--- config.mk ---
export PLATFORM = sky130hd
export DESIGN_NAME = canobj_ctrl_reg
export DESIGN_NICKNAME = d
export VERILOG_FILES = /design/src/rtl/canobj_pkg.sv /design/src/rtl/canobj_host_dec.sv /design/src/rtl/canobj_cfg_reg.sv /design/src/rtl/canobj_flag_unit.sv /design/src/rtl/canobj_ctrl_reg.sv
export SDC_FILE = /design/constraint.sdc
export NUM_CORES = 1
export LEC_CHECK = 0
export BUFFER_PORTS_ARGS = -buffer_cell sky130_fd_sc_hd__buf_4
export CAP_MARGIN = 25
export CORE_AREA = 2 2 39 41
export DETAILED_ROUTE_END_ITERATION = 8
export DIE_AREA = 0 0 41 43
export HOLD_SLACK_MARGIN = 0.1
export SLEW_MARGIN = 20
export SYNTH_ARGS = -nofsm -noshare
export SYNTH_HDL_FRONTEND = slang
export SYNTH_SLANG_ARGS = --single-unit
--- constraint.sdc ---
create_clock -name clk -period 1.1 [get_ports clk]
set_clock_uncertainty 0.1 [all_clocks]
set_input_delay 0.055 -clock clk [delete_from_list [all_inputs] [get_ports clk]]
set_output_delay 0.055 -clock clk [all_outputs]
set_load 0.02 [all_outputs]
--- src/rtl/canobj_pkg.sv ---
package canobj_pkg;

    localparam int REG_W   = 8;
    localparam int STAT_W  = 3;
    localparam int BIT_RDY = 7;
    localparam int BIT_TIE = 6;
    localparam int BIT_RIE = 5;
    localparam int BIT_IRQ = 4;
    localparam int BIT_RMT = 3;

    typedef struct packed {
        logic rdy;
        logic tie;
        logic rie;
    } cfg_t;

    typedef struct packed {
        logic irq_flag;
        logic rmt_pend;
    } flag_t;

    typedef struct packed {
        logic tx_ok;
        logic rx_ok;
        logic rmt_req;
        logic rmt_done;
    } eng_ev_t;

    function automatic logic [REG_W-1:0] pack_view(cfg_t c, flag_t f,
                                                   logic [STAT_W-1:0] s);
        logic [REG_W-1:0] v;
        v = '0;
        v[BIT_RDY]      = c.rdy;
        v[BIT_TIE]      = c.tie;
        v[BIT_RIE]      = c.rie;
        v[BIT_IRQ]      = f.irq_flag;
        v[BIT_RMT]      = f.rmt_pend;
        v[STAT_W-1:0]   = s;
        return v;
    endfunction

endpackage

--- src/rtl/canobj_host_dec.sv ---
module canobj_host_dec
    import canobj_pkg::*;
(
    input  logic             host_sel,
    input  logic             host_we,
    input  logic [REG_W-1:0] host_wdata,
    output logic             load_cfg,
    output cfg_t             cfg_new,
    output logic             clr_irq,
    output logic             clr_rmt
);
    logic wr;
    logic unused_wr_low;

    assign wr            = host_sel & host_we;
    assign unused_wr_low = ^host_wdata[STAT_W-1:0];

    always_comb begin
        load_cfg    = wr;
        cfg_new.rdy = host_wdata[BIT_RDY];
        cfg_new.tie = host_wdata[BIT_TIE];
        cfg_new.rie = host_wdata[BIT_RIE];
        clr_irq     = wr & ~host_wdata[BIT_IRQ];
        clr_rmt     = wr & ~host_wdata[BIT_RMT];
    end
endmodule

--- src/rtl/canobj_cfg_reg.sv ---
module canobj_cfg_reg
    import canobj_pkg::*;
(
    input  logic clk,
    input  logic rst,
    input  logic soft_rst,
    input  logic load_cfg,
    input  cfg_t cfg_new,
    output cfg_t cfg
);
    always_ff @(posedge clk) begin
        if (rst) begin
            cfg <= '0;
        end else begin
            if (load_cfg) begin
                cfg <= cfg_new;
            end
            if (soft_rst) begin
                cfg.rdy <= 1'b0;
            end
        end
    end

    // soft reset leaves the object not ready
    a_r3_soft_clears_ready: assert property (@(posedge clk) disable iff (rst)
        soft_rst |=> !cfg.rdy);

    // soft reset alone keeps the enables
    a_r3_soft_keeps_enables: assert property (@(posedge clk) disable iff (rst)
        (soft_rst && !load_cfg) |=> $stable({cfg.tie, cfg.rie}));
endmodule

--- src/rtl/canobj_flag_unit.sv ---
module canobj_flag_unit
    import canobj_pkg::*;
#(
    parameter bit RX_ONLY = 1'b0
) (
    input  logic    clk,
    input  logic    rst,
    input  cfg_t    cfg,
    input  eng_ev_t ev,
    input  logic    clr_irq,
    input  logic    clr_rmt,
    output flag_t   flags
);
    logic tx_arm;
    logic set_irq;
    logic unused_rdy;

    assign unused_rdy = cfg.rdy;

    generate
        if (RX_ONLY) begin : g_rx_only
            logic unused_tie;
            assign unused_tie = cfg.tie;
            assign tx_arm     = 1'b0;
        end else begin : g_full
            assign tx_arm = cfg.tie;
        end
    endgenerate

    assign set_irq = (ev.tx_ok & tx_arm) | (ev.rx_ok & cfg.rie);

    always_ff @(posedge clk) begin
        if (rst) begin
            flags <= '0;
        end else begin
            if (set_irq)
                flags.irq_flag <= 1'b1;
            else if (clr_irq)
                flags.irq_flag <= 1'b0;

            if (ev.rmt_req)
                flags.rmt_pend <= 1'b1;
            else if (clr_rmt || ev.rmt_done)
                flags.rmt_pend <= 1'b0;
        end
    end

    // flag holds unless the host clears it
    a_r6_irq_sticky: assert property (@(posedge clk) disable iff (rst)
        (flags.irq_flag && !clr_irq) |=> flags.irq_flag);

    // an enabled event always leaves the flag set
    a_r7_set_wins: assert property (@(posedge clk) disable iff (rst)
        (ev.rx_ok && cfg.rie) |=> flags.irq_flag);

    // no enabled event, no rise
    a_r5_no_spurious_rise: assert property (@(posedge clk) disable iff (rst)
        (!flags.irq_flag && !ev.tx_ok && !(ev.rx_ok && cfg.rie)) |=> !flags.irq_flag);

    // a remote request always leaves the flag pending
    a_r9_req_sets: assert property (@(posedge clk) disable iff (rst)
        ev.rmt_req |=> flags.rmt_pend);

    // only the engine request can raise the pending flag
    a_r9_no_host_set: assert property (@(posedge clk) disable iff (rst)
        (!flags.rmt_pend && !ev.rmt_req) |=> !flags.rmt_pend);

    generate
        if (RX_ONLY) begin : g_chk_rx
            // transmit completion never raises the flag
            a_r11_tx_ignored: assert property (@(posedge clk) disable iff (rst)
                (!flags.irq_flag && !(ev.rx_ok && cfg.rie)) |=> !flags.irq_flag);
        end
    endgenerate
endmodule

--- src/rtl/canobj_ctrl_reg.sv ---
module canobj_ctrl_reg
    import canobj_pkg::*;
#(
    parameter bit RX_ONLY = 1'b0
) (
    input  logic              clk,
    input  logic              rst,
    input  logic              soft_rst,
    input  logic              host_sel,
    input  logic              host_we,
    input  logic [REG_W-1:0]  host_wdata,
    output logic [REG_W-1:0]  host_rdata,
    input  logic              tx_ok,
    input  logic              rx_ok,
    input  logic              rmt_req,
    input  logic              rmt_done,
    input  logic [STAT_W-1:0] eng_status,
    output logic              object_enabled,
    output logic              rmt_pending,
    output logic              irq
);
    logic    load_cfg;
    cfg_t    cfg_new;
    cfg_t    cfg;
    logic    clr_irq;
    logic    clr_rmt;
    flag_t   flags;
    eng_ev_t ev;

    assign ev.tx_ok    = tx_ok;
    assign ev.rx_ok    = rx_ok;
    assign ev.rmt_req  = rmt_req;
    assign ev.rmt_done = rmt_done;

    canobj_host_dec u_dec (
        .host_sel   (host_sel),
        .host_we    (host_we),
        .host_wdata (host_wdata),
        .load_cfg   (load_cfg),
        .cfg_new    (cfg_new),
        .clr_irq    (clr_irq),
        .clr_rmt    (clr_rmt)
    );

    canobj_cfg_reg u_cfg (
        .clk      (clk),
        .rst      (rst),
        .soft_rst (soft_rst),
        .load_cfg (load_cfg),
        .cfg_new  (cfg_new),
        .cfg      (cfg)
    );

    canobj_flag_unit #(.RX_ONLY(RX_ONLY)) u_flags (
        .clk     (clk),
        .rst     (rst),
        .cfg     (cfg),
        .ev      (ev),
        .clr_irq (clr_irq),
        .clr_rmt (clr_rmt),
        .flags   (flags)
    );

    assign host_rdata     = pack_view(cfg, flags, eng_status);
    assign object_enabled = cfg.rdy;
    assign rmt_pending    = flags.rmt_pend;
    assign irq            = flags.irq_flag;

    // interrupt line only rises with a completion event
    a_r8_irq_rise_cause: assert property (@(posedge clk) disable iff (rst)
        $rose(irq) |-> $past(tx_ok || rx_ok));
endmodule

Word-level counts from Yosys, hierarchy flattened
Index checks and enable logic that the tools add are counted.

Register bits: 5. Input bits: 20. Output and inout port bits: 11. Logic and storage cells: 21.

Mux-type cells: 4. Bitwise operators: 8. Reduce and logical (&&, ||, !) cells: 4.

Operator list (count): 1-bit bitwise AND (5); 1-bit 2-to-1 mux (4); 2-bit nonzero test (2); 1-bit inverter (2); 2-bit OR reduction (1); 1-bit logical OR (1); 1-bit OR (1).

Logic depth before layout (Yosys ltp)
Gate-level depths: netlist (run 1).

Depth in word-level cells: 5. Depth in mapped cells: 2. Gate-level depth less buffers: 2.

Hierarchy
From an unflattened synthesis (run 1), not the netlist that was laid out.

Cell total of the unflattened synthesis: 30. Area, all modules: 277.8 sq um.

Modules (own cells, without submodules): canobj_cfg_reg (times used 1, cells an instance 9, area an instance 107.6 sq um); canobj_flag_unit (times used 1, cells an instance 9, area an instance 77.6 sq um); canobj_host_dec (times used 1, cells an instance 6, area an instance 47.5 sq um); canobj_ctrl_reg (times used 1, cells an instance 6, area an instance 45.0 sq um).

Least setup slack after synthesis (run 1)
OpenSTA, ideal clock, no wires.

Path type: reg-to-reg. Start point: register u_cfg.cfg[2] (netlist name). End point: register u_cfg.cfg[2] (netlist name). Library setup time: 0.079 ns. Arrival: 0.850 ns. Required time: 0.921 ns. Path slack: 0.071 ns. Cell stages (with the launch flop): 3. Path buffers: 0. Clock period less this slack: 1.029 ns. Path through: dfxtp_1 -> a21bo_1 -> a211oi_2.

Final worst setup path (run 1)
Start point: input port host_we. End point: register u_flags.flags[0] (netlist name).

Cells in the longest elaborated chain, start to end: 4.

RTL lines: from (decl) (RTL line canobj_ctrl_reg.sv:10) `input logic host_we,`; 1-bit bitwise AND (RTL line canobj_host_dec.sv:15) `assign wr = host_sel & host_we;`; 1-bit bitwise AND (RTL line canobj_host_dec.sv:24) `clr_rmt = wr & ~host_wdata[BIT_RMT];`; 1-bit logical OR (RTL line canobj_flag_unit.sv:43) `else if (clr_rmt || ev.rmt_done)`; 2-bit nonzero test (no line).

Every way passes these cells. A chain may end at the register's enable or synchronous reset.

==> results.sh, run 1 <==
export IMPL_drc=0
export IMPL_viasPerCell=4.208
export IMPL_hp_start="host_wdata[4]"
export IMPL_period_minus_slack_ps=1058
export IMPL_diodes=0
export IMPL_synth_area_leaders="dfxtp_1 36%, buf_4 16%, a211oi_2 9.0%"
export IMPL_r2r_start="u_cfg.cfg[2]$_SDFFE_PP0P_"
export IMPL_total_power_mw=0.5685
export IMPL_timing_slew_headroom_pct=85.62
export IMPL_syn_inst=28
export IMPL_r2r_end="u_cfg.cfg[2]$_SDFFE_PP0P_"
export IMPL_cts_sinks=5
export IMPL_yosysWarnings=0
export IMPL_drtAntennaViolNets=0
export IMPL_r2r_cells=2
export IMPL_post_cts_buffers=0
export IMPL_synth_nets=48
export IMPL_multi_input_area_um2=128.9
export IMPL_die_x_um=41
export IMPL_crit_type="in2reg"
export IMPL_gp_congestion=0.6722
export IMPL_synth_seq_cells=5
export IMPL_first_pass_iters=2
export IMPL_drt_total_wl_um=781
export IMPL_numCtsBuffers=3
export IMPL_run_status="finished, final reports clean"
export IMPL_rows=14
export IMPL_hold_viol_final=0
export IMPL_drv_slew=0
export IMPL_root_buffer="clkbuf_4"
export IMPL_io_pins=31
export IMPL_syn_area_um2=277.8
export IMPL_r2r_setup_slack_ps=210
export IMPL_setup_tns_ps=0
export IMPL_first_iter_violations=1
export IMPL_hold_class="in2reg"
export IMPL_tightest_slew_ps=215.0
export IMPL_num_vias=324
export IMPL_antenna_found_initial=0
export IMPL_syn_area_per_cell_um2=9.920
export IMPL_floorplan_die_area_um2=1763
export IMPL_synth_area_leader_cell="dfxtp_1"
export IMPL_worst_ep_arrival_time_ps=1130
export IMPL_holdPathEnd="u_flags.flags[1]$_SDFFE_PP0P_"
export IMPL_drive_gt1_share_pct=47.54
export IMPL_hold_depth=3
export IMPL_nets=82
export IMPL_fmax_mhz=945.4
export IMPL_ff_latch_area_um2=100.1
export IMPL_core_um2=1384
export IMPL_grt_pass1_wl_um=1166
export IMPL_h_tree_depth=1
export IMPL_cts_buffer_depth=2
export IMPL_grt_pass1_vias=282
export IMPL_setup_viol=0
export IMPL_cts_tree="yes"
export IMPL_crit_fanout=8
export IMPL_power_density_nw_per_um2=979.3
export IMPL_routedWlPerCell_um=10.14
export IMPL_grt_max_degree=9
export IMPL_synth_cell_types=13
export IMPL_area_growth_pct=109.0
export IMPL_final_common_cell="buf_4"
export IMPL_drv_cap=0
export IMPL_die_y_um=43
export IMPL_worstPathRequired_ps=1170
export IMPL_nFillCells=143
export IMPL_p_leak_nw=0.2647
export IMPL_clock_latency_ps=240
export IMPL_startpoint_type="input port"
export IMPL_initial_core_util_pct=20.07
export IMPL_portBuffers=21
export IMPL_final_cell_mix="20 x buf_4, 14 x dlygate4sd3_1, 5 x dfxtp_1"
export IMPL_grt_overflow=0
export IMPL_synth_top_area_share_pct=36.04
export IMPL_clk_pin_slew_ps=50
export IMPL_cp_end_kind="register"
export IMPL_rsz0062_at_grt="false"
export IMPL_track_usage_pct=10.97
export IMPL_seq_area_frac_synth_pct=36.04
export IMPL_peakVddDrop_uv=598.9
export IMPL_fin_crit_sh_pct=96.16
[routing by layer]
layer / GRT usage (%) / wire length (µm) / vias up
met5: 0 / 0 / -
met2: 16.56 / 410 / 18
met4: 6.000 / 10 / 0
li1: - / - / 162
met3: 9.424 / 92 / 2
met1: 9.385 / 268 / 142
[per-stage QoR]
step	hold WS, ps	util (%)	cell area [µm²]	cells	worst slack (ps)
2_1_floorplan	19.65	-	277.8	28	71.03
5_1_grt	119.7	41.95	580.6	77	7.013
6_report	121.2	41.95	580.6	77	42.27
3_5_place_dp	10.24	29.66	410.4	59	176.7
3_3_place_gp	10.24	29.66	410.4	59	196.7
4_1_cts	106.0	41.68	576.8	77	22.30
[what timing repair did]
item / 4_1_cts / 5_1_grt
gates resized for setup: 0 / 1
hold buffers: 14 / 0
endpoints found under the setup margin: 0 / 2
endpoints found under the hold margin: 8 / 0
[cells by family after synthesis]
| family | share of synthesized area [%] |
|---|---|
| AOI/OAI and AO/OA | 28.38 |
| and+or+nand+nor | 18.02 |
| buffers and inverters | 17.57 |
| DFF | 36.04 |
[registers in the layout, indices dropped and copies added (netlist names)]
register       cells
u_cfg.cfg          3
u_flags.flags      2
[report_power, final]
part / leakage, nW / internal [mW] / switching, mW
registers: 0.0410 / 0.191 / 0.00605
clock network: 0.0150 / 0.137 / 0.0779
logic: 0.209 / 0.0947 / 0.0617
total: 0.265 / 0.423 / 0.146
[Yosys cell counts, drive strengths merged]
cell type and n:
buf 6, o22ai 1, a21bo 3, a21oi 2
inv 1, nand2b 2, and4bb 1, a211oi 2
dfxtp 5, nand3 3, and3b 1, a22oi 1
[worst max-delay path by stage]
stage                                         start                       endpoint  slack [ps]
after detailed placement  u_cfg.cfg[2]$_SDFFE_PP0P_      u_cfg.cfg[2]$_SDFFE_PP0P_         180
after CTS                                  host_sel      u_cfg.cfg[2]$_SDFFE_PP0P_          20
after global placement    u_cfg.cfg[2]$_SDFFE_PP0P_      u_cfg.cfg[2]$_SDFFE_PP0P_         200
after floorplan           u_cfg.cfg[2]$_SDFFE_PP0P_      u_cfg.cfg[2]$_SDFFE_PP0P_          70
final                                       host_we  u_flags.flags[0]$_SDFFE_PP0P_          40
after global routing                       host_sel      u_cfg.cfg[2]$_SDFFE_PP0P_           7
[cell type report]
| type | instances | area share, % |
|---|---|---|
| inverter | 1 | 0.6466 |
| timing repair buffer | 35 | 51.94 |
| multi-input combinational | 16 | 22.20 |
| tap | 16 | 3.448 |
| clock buffer | 4 | 4.526 |
| sequential | 5 | 17.24 |
[critical path, cell delays in order]
cell and delay, ps:
dlygate4sd3_1 540, buf_4 170, and4bb_1 190, a211oi_2 170
No activity file was read; power rests on OpenSTA's default activity.
==> inputs of run 2 (changes only) <==
--- a/config.mk
+++ b/config.mk
@@ -7,9 +7,9 @@
 export LEC_CHECK = 0
 export BUFFER_PORTS_ARGS = -buffer_cell sky130_fd_sc_hd__buf_4
 export CAP_MARGIN = 25
-export CORE_AREA = 2 2 39 41
+export CORE_AREA = 5 5 42 44
 export DETAILED_ROUTE_END_ITERATION = 8
-export DIE_AREA = 0 0 41 43
+export DIE_AREA = 0 0 47 49
 export HOLD_SLACK_MARGIN = 0.1
 export SLEW_MARGIN = 20
 export SYNTH_ARGS = -nofsm -noshare
==> run 2 against run 1 <==
Against the previous run:
- count of clock-buffer cells in the layout unchanged
- critical path depth unchanged
- setup slack got worse by 5.0 ps
- combinational power about the same
- sequential share of layout area unchanged
- non-clock buffer count unchanged
- critical path type unchanged
==> results.sh, run 2 (same netlist as run 1, synthesis figures left out) <==
export IMPL_placed_cells=59
export IMPL_diodes=0
export IMPL_area_growth_pct=109.0
export IMPL_fmax_mhz=941.0
export IMPL_hold_class="in2reg"
export IMPL_post_cts_buffers=0
export IMPL_io_pins=31
export IMPL_crit_type="in2reg"
export IMPL_power_frac_comb_pct=27.9
export IMPL_p_clk_share_pct=36.8
export IMPL_setup_tns_ps=0
export IMPL_startpoint_type="input port"
export IMPL_h_tree_depth=1
export IMPL_drtAntennaViolNets=0
export IMPL_clock_latency_ps=240
export IMPL_initial_core_util_pct=19.82
export IMPL_period_minus_slack_ps=1063
export IMPL_top_regs="u_cfg.cfg (3), u_flags.flags (2)"
export IMPL_worst_ep_arrival_time_ps=1130
export IMPL_ff_latch_area_um2=100.1
export IMPL_track_usage_pct=8.873
export IMPL_stdcell_area_um2=580.6
export IMPL_grt_pass1_wl_um=1414
export IMPL_gp_congestion=0.6690
export IMPL_cts_sinks=5
export IMPL_dp_hpwl_um=551.2
export IMPL_power_share_sequential_pct=35.3
export IMPL_antenna_found_initial=0
export IMPL_first_pass_iters=2
export IMPL_grt_overflow=0
export IMPL_hold_viol_final=0
export IMPL_r2r_cells=2
export IMPL_run_status="finished, final reports clean"
export IMPL_drt_total_wl_um=902
export IMPL_grt_pass1_vias=342
export IMPL_rows=14
export IMPL_p_int_mw=0.4226
export IMPL_pre_cts_ws_ps=177.9
export IMPL_peakVddDrop_uv=550.2
export IMPL_fin_cells=77
export IMPL_num_vias=334
export IMPL_die_y_um=49
export IMPL_holdWs_ps=126.8
export IMPL_cts_tree="yes"
export IMPL_cts_buffer_depth=2
export IMPL_cp_end_kind="register"
export IMPL_p_leak_nw=0.2647
export IMPL_power_switching_share_pct=24.79
export IMPL_timing_slew_headroom_pct=85.30
export IMPL_worstPathRequired_ps=1160
export IMPL_drc=0
export IMPL_fin_crit_sh_pct=96.61
export IMPL_power_density_nw_per_um2=967.7
export IMPL_power_switching_mw=0.1393
export IMPL_total_power_mw=0.5618
export IMPL_viasPerCell=4.338
export IMPL_core_um2=1401
export IMPL_crit_fanout=8
export IMPL_nets=82
export IMPL_grt_max_degree=9
export IMPL_tightest_slew_ps=219.8
export IMPL_fin_util_pct=41.43
export IMPL_nFillCells=148
export IMPL_final_common_cell="buf_4"
export IMPL_numCtsBuffers=3
export IMPL_first_iter_violations=3
export IMPL_root_buffer="clkbuf_4"
export IMPL_rsz0062_at_grt="false"
export IMPL_portBuffers=21
export IMPL_placed_area_um2=410.4
export IMPL_drv_slew=0
export IMPL_routedWlPerCell_um=11.71
export IMPL_multi_input_area_um2=128.9
export IMPL_floorplan_die_area_um2=2303
export IMPL_die_x_um=47
export IMPL_hold_depth=3
export IMPL_regMostFlops="u_cfg.cfg"
export IMPL_largest_register_ff_count=3
export IMPL_drv_cap=0
export IMPL_setup_viol=0
export IMPL_fin_ws_ps=37.25
export IMPL_drive_gt1_share_pct=47.54
export IMPL_clk_pin_slew_ps=40
export IMPL_final_cell_mix="20 x buf_4, 14 x dlygate4sd3_1, 5 x dfxtp_1"
## run 2: critical path, stage by stage
cell	delay, ps
dlygate4sd3_1	540
buf_4	160
and4bb_1	190
a211oi_2	170
## run 2: layout make-up
cell class	count	share of cell area, %
multi-input combinational	16	22.20
inverter	1	0.6466
tap	16	3.448
sequential	5	17.24
timing repair buffer	35	51.94
clock buffer	4	4.526
## run 2: per-layer routing
metal / wire, µm / global-route usage, % / up-vias
li1: - / - / 164
met3: 97 / 5.904 / 0
met2: 466 / 14.25 / 20
met1: 338 / 9.011 / 150
met5: 0 / 0 / -
met4: 0 / 2.765 / 0
## run 2: power groups by stage
stage	sequential, mW	clock [mW]	combinational, mW
finish	0.198	0.207	0.157
global route	0.199	0.240	0.169
CTS	0.198	0.219	0.157
detailed placement	0.201	0	0.109
global placement	0.200	0	0.108
floorplan	0.210	0	0.0511
## run 2: final timing paths
| check | start | endpoint | slack, ps |
|---|---|---|---|
| worst max-delay path | host_we | u_flags.flags[0]$_SDFFE_PP0P_ | 40 |
| worst max register to register | u_cfg.cfg[2]$_SDFFE_PP0P_ | u_cfg.cfg[2]$_SDFFE_PP0P_ | 200 |
| worst min register to register | u_flags.flags[1]$_SDFFE_PP0P_ | u_flags.flags[1]$_SDFFE_PP0P_ | 390 |
| worst min-delay path | host_wdata[4] | u_flags.flags[1]$_SDFFE_PP0P_ | 130 |
## run 2: what timing repair did
item	4_1_cts	5_1_grt
endpoints found under the hold margin	8	0
endpoints found under the setup margin	0	1
hold buffers	14	0
resized for setup	0	1
